**src/rtl/cmpw_pkg.sv**
```systemverilog
package cmpw_pkg;
  parameter int DATA_W = 32;
  parameter int NCH    = 2;
  parameter int SEL_W  = 3;

  localparam logic [1:0] IDX_CTL0 = 2'd0;
  localparam logic [1:0] IDX_CTL1 = 2'd1;
  localparam logic [1:0] IDX_STAT = 2'd2;
  localparam logic [1:0] IDX_SEL  = 2'd3;

  localparam int B_EN   = 0;
  localparam int B_IE   = 1;
  localparam int B_NSEL = 4;
  localparam int B_LVL  = 2;   // status: level bits start here

  typedef struct packed {
    logic en;
    logic ie;
    logic nsel;
  } chan_ctl_t;
endpackage

```
**src/rtl/cmp_sync.sv**
```systemverilog
module cmp_sync #(
  parameter int STAGES = 2
) (
  input  logic clk,
  input  logic rst,
  input  logic d,
  output logic q
);
  logic [STAGES-1:0] chain;

  generate
    for (genvar s = 0; s < STAGES; s++) begin : g_stage
      always_ff @(posedge clk) begin
        if (rst) chain[s] <= 1'b0;
        else if (s == 0) chain[s] <= d;
        else chain[s] <= chain[(s == 0) ? 0 : s-1];
      end
    end
  endgenerate

  assign q = chain[STAGES-1];
endmodule

```
**src/rtl/cmp_chan.sv**
```systemverilog
module cmp_chan #(
  parameter int SYNC_STAGES = 2
) (
  input  logic clk,
  input  logic rst,
  input  logic raw,
  input  logic en,
  input  logic ie,
  input  logic clr,
  output logic lvl,
  output logic flag,
  output logic irq
);
  logic synced, prev_q, en_d, chg, flag_q, irq_q;

  cmp_sync #(.STAGES(SYNC_STAGES)) i_sync (
    .clk(clk), .rst(rst), .d(raw), .q(synced)
  );

  always_ff @(posedge clk) begin
    if (rst) begin
      prev_q <= 1'b0;
      en_d   <= 1'b0;
    end else begin
      prev_q <= synced;
      en_d   <= en;
    end
  end

  assign chg = en & en_d & (synced ^ prev_q);

  always_ff @(posedge clk) begin
    if (rst)      flag_q <= 1'b0;
    else if (chg) flag_q <= 1'b1;
    else if (clr) flag_q <= 1'b0;
  end

  always_ff @(posedge clk) begin
    if (rst) irq_q <= 1'b0;
    else     irq_q <= flag_q & ie;
  end

  assign lvl  = en & synced;
  assign flag = flag_q;
  assign irq  = irq_q;

  p_flag_hold_r5: assert property (@(posedge clk) disable iff (rst)
    (flag_q && !clr) |=> flag_q);
  p_set_wins_r5: assert property (@(posedge clk) disable iff (rst)
    chg |=> flag_q);
  p_no_flag_off_r4: assert property (@(posedge clk) disable iff (rst)
    (!en && !flag_q) |=> !flag_q);
  p_irq_on_r6: assert property (@(posedge clk) disable iff (rst)
    (flag_q && ie) |=> irq_q);
  p_irq_off_r6: assert property (@(posedge clk) disable iff (rst)
    (!flag_q || !ie) |=> !irq_q);
endmodule

```
**src/rtl/dual_cmp_regif.sv**
```systemverilog
module dual_cmp_regif
  import cmpw_pkg::*;
#(
  parameter int ADDR_W      = 8,
  parameter int SYNC_STAGES = 2
) (
  input  logic              clk,
  input  logic              rst,
  input  logic              psel,
  input  logic              penable,
  input  logic              pwrite,
  input  logic [ADDR_W-1:0] paddr,
  input  logic [DATA_W-1:0] pwdata,
  output logic [DATA_W-1:0] prdata,
  input  logic [NCH-1:0]    cmp_raw,
  output logic [NCH-1:0]    cmp_en,
  output logic [NCH-1:0]    cmp_nsel,
  output logic [SEL_W-1:0]  pos_sel,
  output logic [NCH-1:0]    irq
);
  localparam int HI_W = ADDR_W - 4;

  chan_ctl_t        ctl_q [NCH];
  logic [SEL_W-1:0] sel_q;
  logic [NCH-1:0]   lvl, flag, clr;
  logic             in_map, wr_acc, rd_setup;
  logic [1:0]       idx;
  logic [DATA_W-1:0] rmux;
  logic             unused_bits;

  assign in_map   = (paddr[ADDR_W-1:4] == {HI_W{1'b0}});
  assign idx      = paddr[3:2];
  assign wr_acc   = psel & penable & pwrite & in_map;
  assign rd_setup = psel & ~penable & ~pwrite;
  assign unused_bits = ^{pwdata[DATA_W-1:5], pwdata[3], paddr[1:0]};

  generate
    for (genvar c = 0; c < NCH; c++) begin : g_ch
      localparam logic [1:0] MY_IDX = (c == 0) ? IDX_CTL0 : IDX_CTL1;

      always_ff @(posedge clk) begin
        if (rst) ctl_q[c] <= '0;
        else if (wr_acc && idx == MY_IDX) begin
          ctl_q[c].en   <= pwdata[B_EN];
          ctl_q[c].ie   <= pwdata[B_IE];
          ctl_q[c].nsel <= pwdata[B_NSEL];
        end
      end

      assign clr[c]      = wr_acc & (idx == IDX_STAT) & pwdata[c];
      assign cmp_en[c]   = ctl_q[c].en;
      assign cmp_nsel[c] = ctl_q[c].nsel;

      cmp_chan #(.SYNC_STAGES(SYNC_STAGES)) i_chan (
        .clk(clk), .rst(rst), .raw(cmp_raw[c]),
        .en(ctl_q[c].en), .ie(ctl_q[c].ie), .clr(clr[c]),
        .lvl(lvl[c]), .flag(flag[c]), .irq(irq[c])
      );
    end
  endgenerate

  always_ff @(posedge clk) begin
    if (rst) sel_q <= '0;
    else if (wr_acc && idx == IDX_SEL) sel_q <= pwdata[SEL_W-1:0];
  end
  assign pos_sel = sel_q;

  always_comb begin
    rmux = '0;
    if (in_map) begin
      case (idx)
        IDX_CTL0, IDX_CTL1: begin
          rmux[B_EN]   = ctl_q[idx[0]].en;
          rmux[B_IE]   = ctl_q[idx[0]].ie;
          rmux[B_NSEL] = ctl_q[idx[0]].nsel;
        end
        IDX_STAT: begin
          rmux[NCH-1:0]           = flag;
          rmux[B_LVL +: NCH]      = lvl;
        end
        default: rmux[SEL_W-1:0] = sel_q;
      endcase
    end
  end

  always_ff @(posedge clk) begin
    if (rst) prdata <= '0;
    else if (rd_setup) prdata <= rmux;
  end

  p_lvl_zero_r7: assert property (@(posedge clk) disable iff (rst)
    (rd_setup && in_map && idx == IDX_STAT && !cmp_en[0]) |=> !prdata[B_LVL]);
  p_oob_zero_r8: assert property (@(posedge clk) disable iff (rst)
    (rd_setup && !in_map) |=> (prdata == '0));
endmodule

```
**config.mk**
```make
export PLATFORM = sky130hd
export DESIGN_NAME = dual_cmp_regif
export DESIGN_NICKNAME = d
export VERILOG_FILES = /design/src/rtl/cmpw_pkg.sv /design/src/rtl/cmp_sync.sv /design/src/rtl/cmp_chan.sv /design/src/rtl/dual_cmp_regif.sv
export SDC_FILE = /design/constraint.sdc
export NUM_CORES = 1
export LEC_CHECK = 0
export BUFFER_PORTS_ARGS = -buffer_cell sky130_fd_sc_hd__buf_4
export CORE_MARGIN = 2
export CORE_UTILIZATION = 37
export CTS_CLUSTER_SIZE = 14
export DETAILED_ROUTE_END_ITERATION = 6
export GPL_TIMING_DRIVEN = 0
export PLACE_DENSITY = 0.87
export SYNTH_ARGS = -nofsm -noshare
export SYNTH_HDL_FRONTEND = slang
export SYNTH_SLANG_ARGS = --single-unit
```
**constraint.sdc**
```tcl
create_clock -name clk -period 1.5 [get_ports clk]
set_clock_uncertainty 0.1 [all_clocks]
set_input_delay 0.3 -clock clk [delete_from_list [all_inputs] [get_ports clk]]
set_output_delay 0.3 -clock clk [all_outputs]
set_load 0.01 [all_outputs]
```
== After elaboration in Yosys (flattened, before gate mapping) ==
Memories as Yosys holds them, arrays and structs flattened.
Cells that the tools add are included.

* Add/subtract/negate cells: 0
* $mul: 0
* Divide/modulo/power cells: 0
* Order comparisons: 0
* Eq/ne operators: 3
* Shifts and indexed selects: 0
* Mux-type cells: 23
* Bitwise logic cells: 26
* Reductions and logical operators: 8

{| class="wikitable"
|+ Operators with widths
! kind !! number
|-
| $mux 1 || 20
|-
| $and 1x1->1 || 16
|-
| $or 1x1->1 || 6
|-
| $mux 5 || 1
|-
| $eq 2x2->1 const B || 2
|-
| $logic_not 4->1 || 1
|-
| $pmux 2 s2 || 1
|-
| $reduce_bool 2->1 || 2
|-
| $logic_and 1x1->1 || 3
|-
| $eq 2x1->1 const B || 1
|-
| $logic_not 2->1 || 1
|-
| $not 1->1 || 2
|-
| $pmux 1 s2 || 1
|-
| $reduce_or 2->1 || 1
|-
| $xor 1x1->1 || 2
|}

* Bits in registers: 20
* Latch bits: 0
* Bits in writable memories: 6
* Bits in read-only memories: 0
* Input bits: 47
* Output and inout port bits: 41
* Memories kept: 1

{| class="wikitable"
|+ Memory list
! memory !! words !! bits a word !! read ports !! clocked after memory_dff !! write ports !! RTL line !! source
|-
| ctl_q || 2 || 3 || 3 || 0 || 2 || dual_cmp_regif.sv:23 || <nowiki>chan_ctl_t ctl_q [NCH];</nowiki>
|}

== Longest topological paths before layout ==
* Depth after elaboration: 8
* Depth in mapped cells: 4

== Cells and area by module ==
A second synthesis with hierarchy kept.

* Cells, all modules: 129
* Area, all modules: 1,330.0 µm²

{| class="wikitable"
|+ Modules (own cells, without submodules)
! module !! instances !! cells an instance !! area each (µm²) !! seq. area each (µm²)
|-
| dual_cmp_regif || 1 || 99 || 957.2 || 340.3
|-
| cmp_chan || 2 || 11 || 133.9 || 80.1
|-
| cmp_sync || 2 || 4 || 52.6 || 40.0
|}

== Worst setup path before layout ==
No wires, ideal clock.

* Path kind: input to register
* Start: input paddr[5]
* End: register prdata[4]
* Library setup time: 71 ps
* Arrival: 1,447 ps
* Data required time: 1,329 ps
* Setup slack: -118 ps
* Stages: 3
* Cell sequence: or4_4 > or4_1 > a21oi_1

* Word-level cells in the longest chain between the ends: 2

{| class="wikitable"
|+ Ends and longest elaborated chain
! element !! RTL line !! source
|-
| start, declared || dual_cmp_regif.sv:12 || <nowiki>input logic [ADDR_W-1:0] paddr,</nowiki>
|-
| $logic_not 4->1 || dual_cmp_regif.sv:31 || <nowiki>assign in_map = (paddr[ADDR_W-1:4] == {HI_W{1'b0}});</nowiki>
|-
| $mux 5 || dual_cmp_regif.sv:70 || <nowiki>if (in_map) begin</nowiki>
|-
| end signal, assigned || dual_cmp_regif.sv:88 || <nowiki>else if (rd_setup) prdata <= rmux;</nowiki>
|-
| end, declared || dual_cmp_regif.sv:14 || <nowiki>output logic [DATA_W-1:0] prdata,</nowiki>
|}

Every way passes these cells.
A chain may end at the register's enable or synchronous reset.

==> metrics <==
status finished clean; initial antenna violation count 0; Hold Violations, Final 0; Finished Core Util 51.5%; clock latency on the worst-skew pair 0.31 ns; die height approximately 64 um; P&R area growth vs syn 31.5%; Post-DRT Antenna Nets 0; # H-tree levels 1; final setup fails 0; Chip Width ~64 um; Yosys warning total 0; Setup TNS 0 ns; min Tclk post-route 1.44 ns; antenna fix cells 0; 1st-iter DRT viols 33; Hold WC Path Type primary input to flop; Buf/Inv on CP 2; GRT overflow 0; crit path cell chain buf_4 -> buf_4; Starting Density around two fifths; Routed WL 2450 um; Nets 239; CTS Buf Count 3; Crit path depth 2; CTS tree done; R2R setup slack 0.12 ns; CTS Buffer Depth 2; Via density 4.24; CP Max Fanout 4; CP top delay family flip-flops; Final HPWL DP 2000 um; via count 1,006; Worst VDD drop 0.000498 V; DP Cell Count 232; crit path capture type output pin; critical path class flop to output pin; CP arrival 1.04 ns; Crit-path slowest cell edfxtp_1; Reg-to-Reg End prdata[0]; max incr delay on CP 0.45 ns; number of remaining DRC errors 0; fin cells around 240; die area 4080 sq um; Synth Register Bits 26; total power 1290 uW; Crit. Startpoint ctl_q[1][2]; first-pass GRT wire length 4010 um; Highest Clock Rate 694 MHz; Leakage 0.000824 uW; Hold Startpoint cmp_raw[0]; Seq/Total Area, Yosys between 40 and 50%; Row Count 21; routability-driven placement congestion ratio 0.811; Initial DRT Pass Iterations 4; CTS clk-pin slew, worst paths 0.13 ns; Mapped Area roughly 1300 sq um; RSZ-0062 raised after global routing false; Buffers on Ports 28; fraction of layout cells with a size suffix above 1 a little over a third; CP dominant cell by count buf_4; I/O pin total 88; Mapped Cells around 130; Core ar. 3390 sq um; GRT Total Usage 12.3%; clk root buf clkbuf_4; post-synthesis average cell area 10.1 sq um; number of max-slew violations in the final report 0; clk sinks 26; power density over the cells 740 nW/um^2; R2R cell count 4; Worst EP required roughly 1.1 ns; final worst slack 0.0589 ns; pre-CTS setup slack -0.224 ns; CP Capture Point cmp_en[1]; final period utilization between 90% and 100%; reg-to-reg critical path startpoint ctl_q[0][2]; Startpoint Class flop; vias in the first global route about 900; Max Cap Viol 0; Wirelength per Cell 10.3 um; largest net degree at the start of global routing 15; CTS Hold Bufs 0; Cell variety after synth 29
cells by family (layout without fill, tap and decap cells):
group	after synthesis	count (layout)	synth area share (%)
xor gates and xnor gates	2	2	1.32
muxes	6	6	6.41
buffers and inverters	37	70	19.2
AOI/OAI and AO/OA	10	10	5.28
DFF	26	26	43.7
other	1	27	0.282
and+or+nand+nor	50	50	23.8
metrics by stage:
step           hold slack [ns]  instance area, sq um
6_report                0.0882                  1750
2_1_floorplan            0.283                  1430
3_3_place_gp             0.317                  1700
4_1_cts                 0.0823                  1740
3_5_place_dp             0.323                  1700
5_1_grt                 0.0795                  1750
report_power, final:
part	switching, uW	internal, uW	leakage [uW]
clock network	192	148	0.0000210
logic	96.7	111	0.000584
registers	9.83	735	0.000220
total	298	994	0.000824
flip-flops by register name (all words and copies together) (netlist names):
register / flops
g_ch.i_chan.i_sync.q: 2
g_ch.i_chan.irq: 2
g_ch.i_chan.prev_q: 2
g_ch.i_chan.flag: 2
ctl_q: 6
pos_sel: 3
g_ch.i_chan.i_sync.chain: 2
prdata: 5
g_ch.i_chan.en_d: 2
cell type report:
type | instances | area, sq um
fill | 319 | 1640
buffer | 37 | 255
timing repair buffer | 29 | 218
multi-input combinational | 95 | 598
sequential | 26 | 581
clock buffer | 4 | 36.3
tap | 46 | 57.6
repair_timing:
item	CTS	global route
hold endpoints to repair	0	0
endpoints found under the setup margin	0	1
buffers inserted	0	1
resized for setup	0	0
worst register-to-register path, stage by stage (launching register included):
cell,delay (ns)
edfxtp_1,0.42
buf_4,0.15
mux4_2,0.44
nand3_1,0.10
a21oi_1,0.06
Yosys cell counts, drive strengths merged:
master	instances	area [sq um]
dfxtp	20	400
a21oi	5	25.0
nor3b	1	7.51
conb	1	3.75
nand2	5	18.8
nor2	2	7.51
a32o	2	20.0
nor2b	12	75.1
and3	4	25.0
nand4	3	18.8
mux2i	4	40.0
and2	7	43.8
nor3	1	5.00
nor4	1	12.5
or3b	1	8.76
nand2b	6	37.5
a21o	1	7.51
a31o	1	8.76
edfxtp	6	180
or4	2	18.8
o2111ai	1	8.76
buf	31	233
mux4	2	45.0
clkbuf	6	22.5
xor2	2	17.5
nand3	2	10.0
and4	2	17.5
and3b	1	8.76
layout by cell type, fill, tap and decap left out, types with 5 or more instances in the layout:
cell type  count
clkbuf_1       6
and2_1         7
nand2b_1       6
dfxtp_1       20
conb_1        27
a21oi_1        5
nor2b_1       12
edfxtp_1       6
nand2_1        5
buf_4         60
per-layer routing:
layer / track usage, % / up-vias / routed length, um
met5: 0 / - / 0
met4: 3.80 / 0 / 12
met3: 3.52 / 2 / 238
met2: 19.5 / 46 / 1120
met1: 16.2 / 448 / 1070
li1: - / 510 / -
worst min path at each step:
| stage | slack (ns) | cells after the start | endpoint |
|---|---|---|---|
| after floorplan | 0.28 | 1 | g_ch[0].i_chan.en_d |
| after global placement | 0.32 | 1 | g_ch[1].i_chan.i_sync.q |
| after detailed placement | 0.32 | 1 | g_ch[0].i_chan.i_sync.q |
| after CTS | 0.08 | 2 | g_ch[0].i_chan.i_sync.chain[0] |
| after global routing | 0.08 | 2 | g_ch[0].i_chan.en_d |
| final | 0.09 | 2 | g_ch[0].i_chan.i_sync.chain[0] |
No activity file was read; power rests on OpenSTA's default activity.
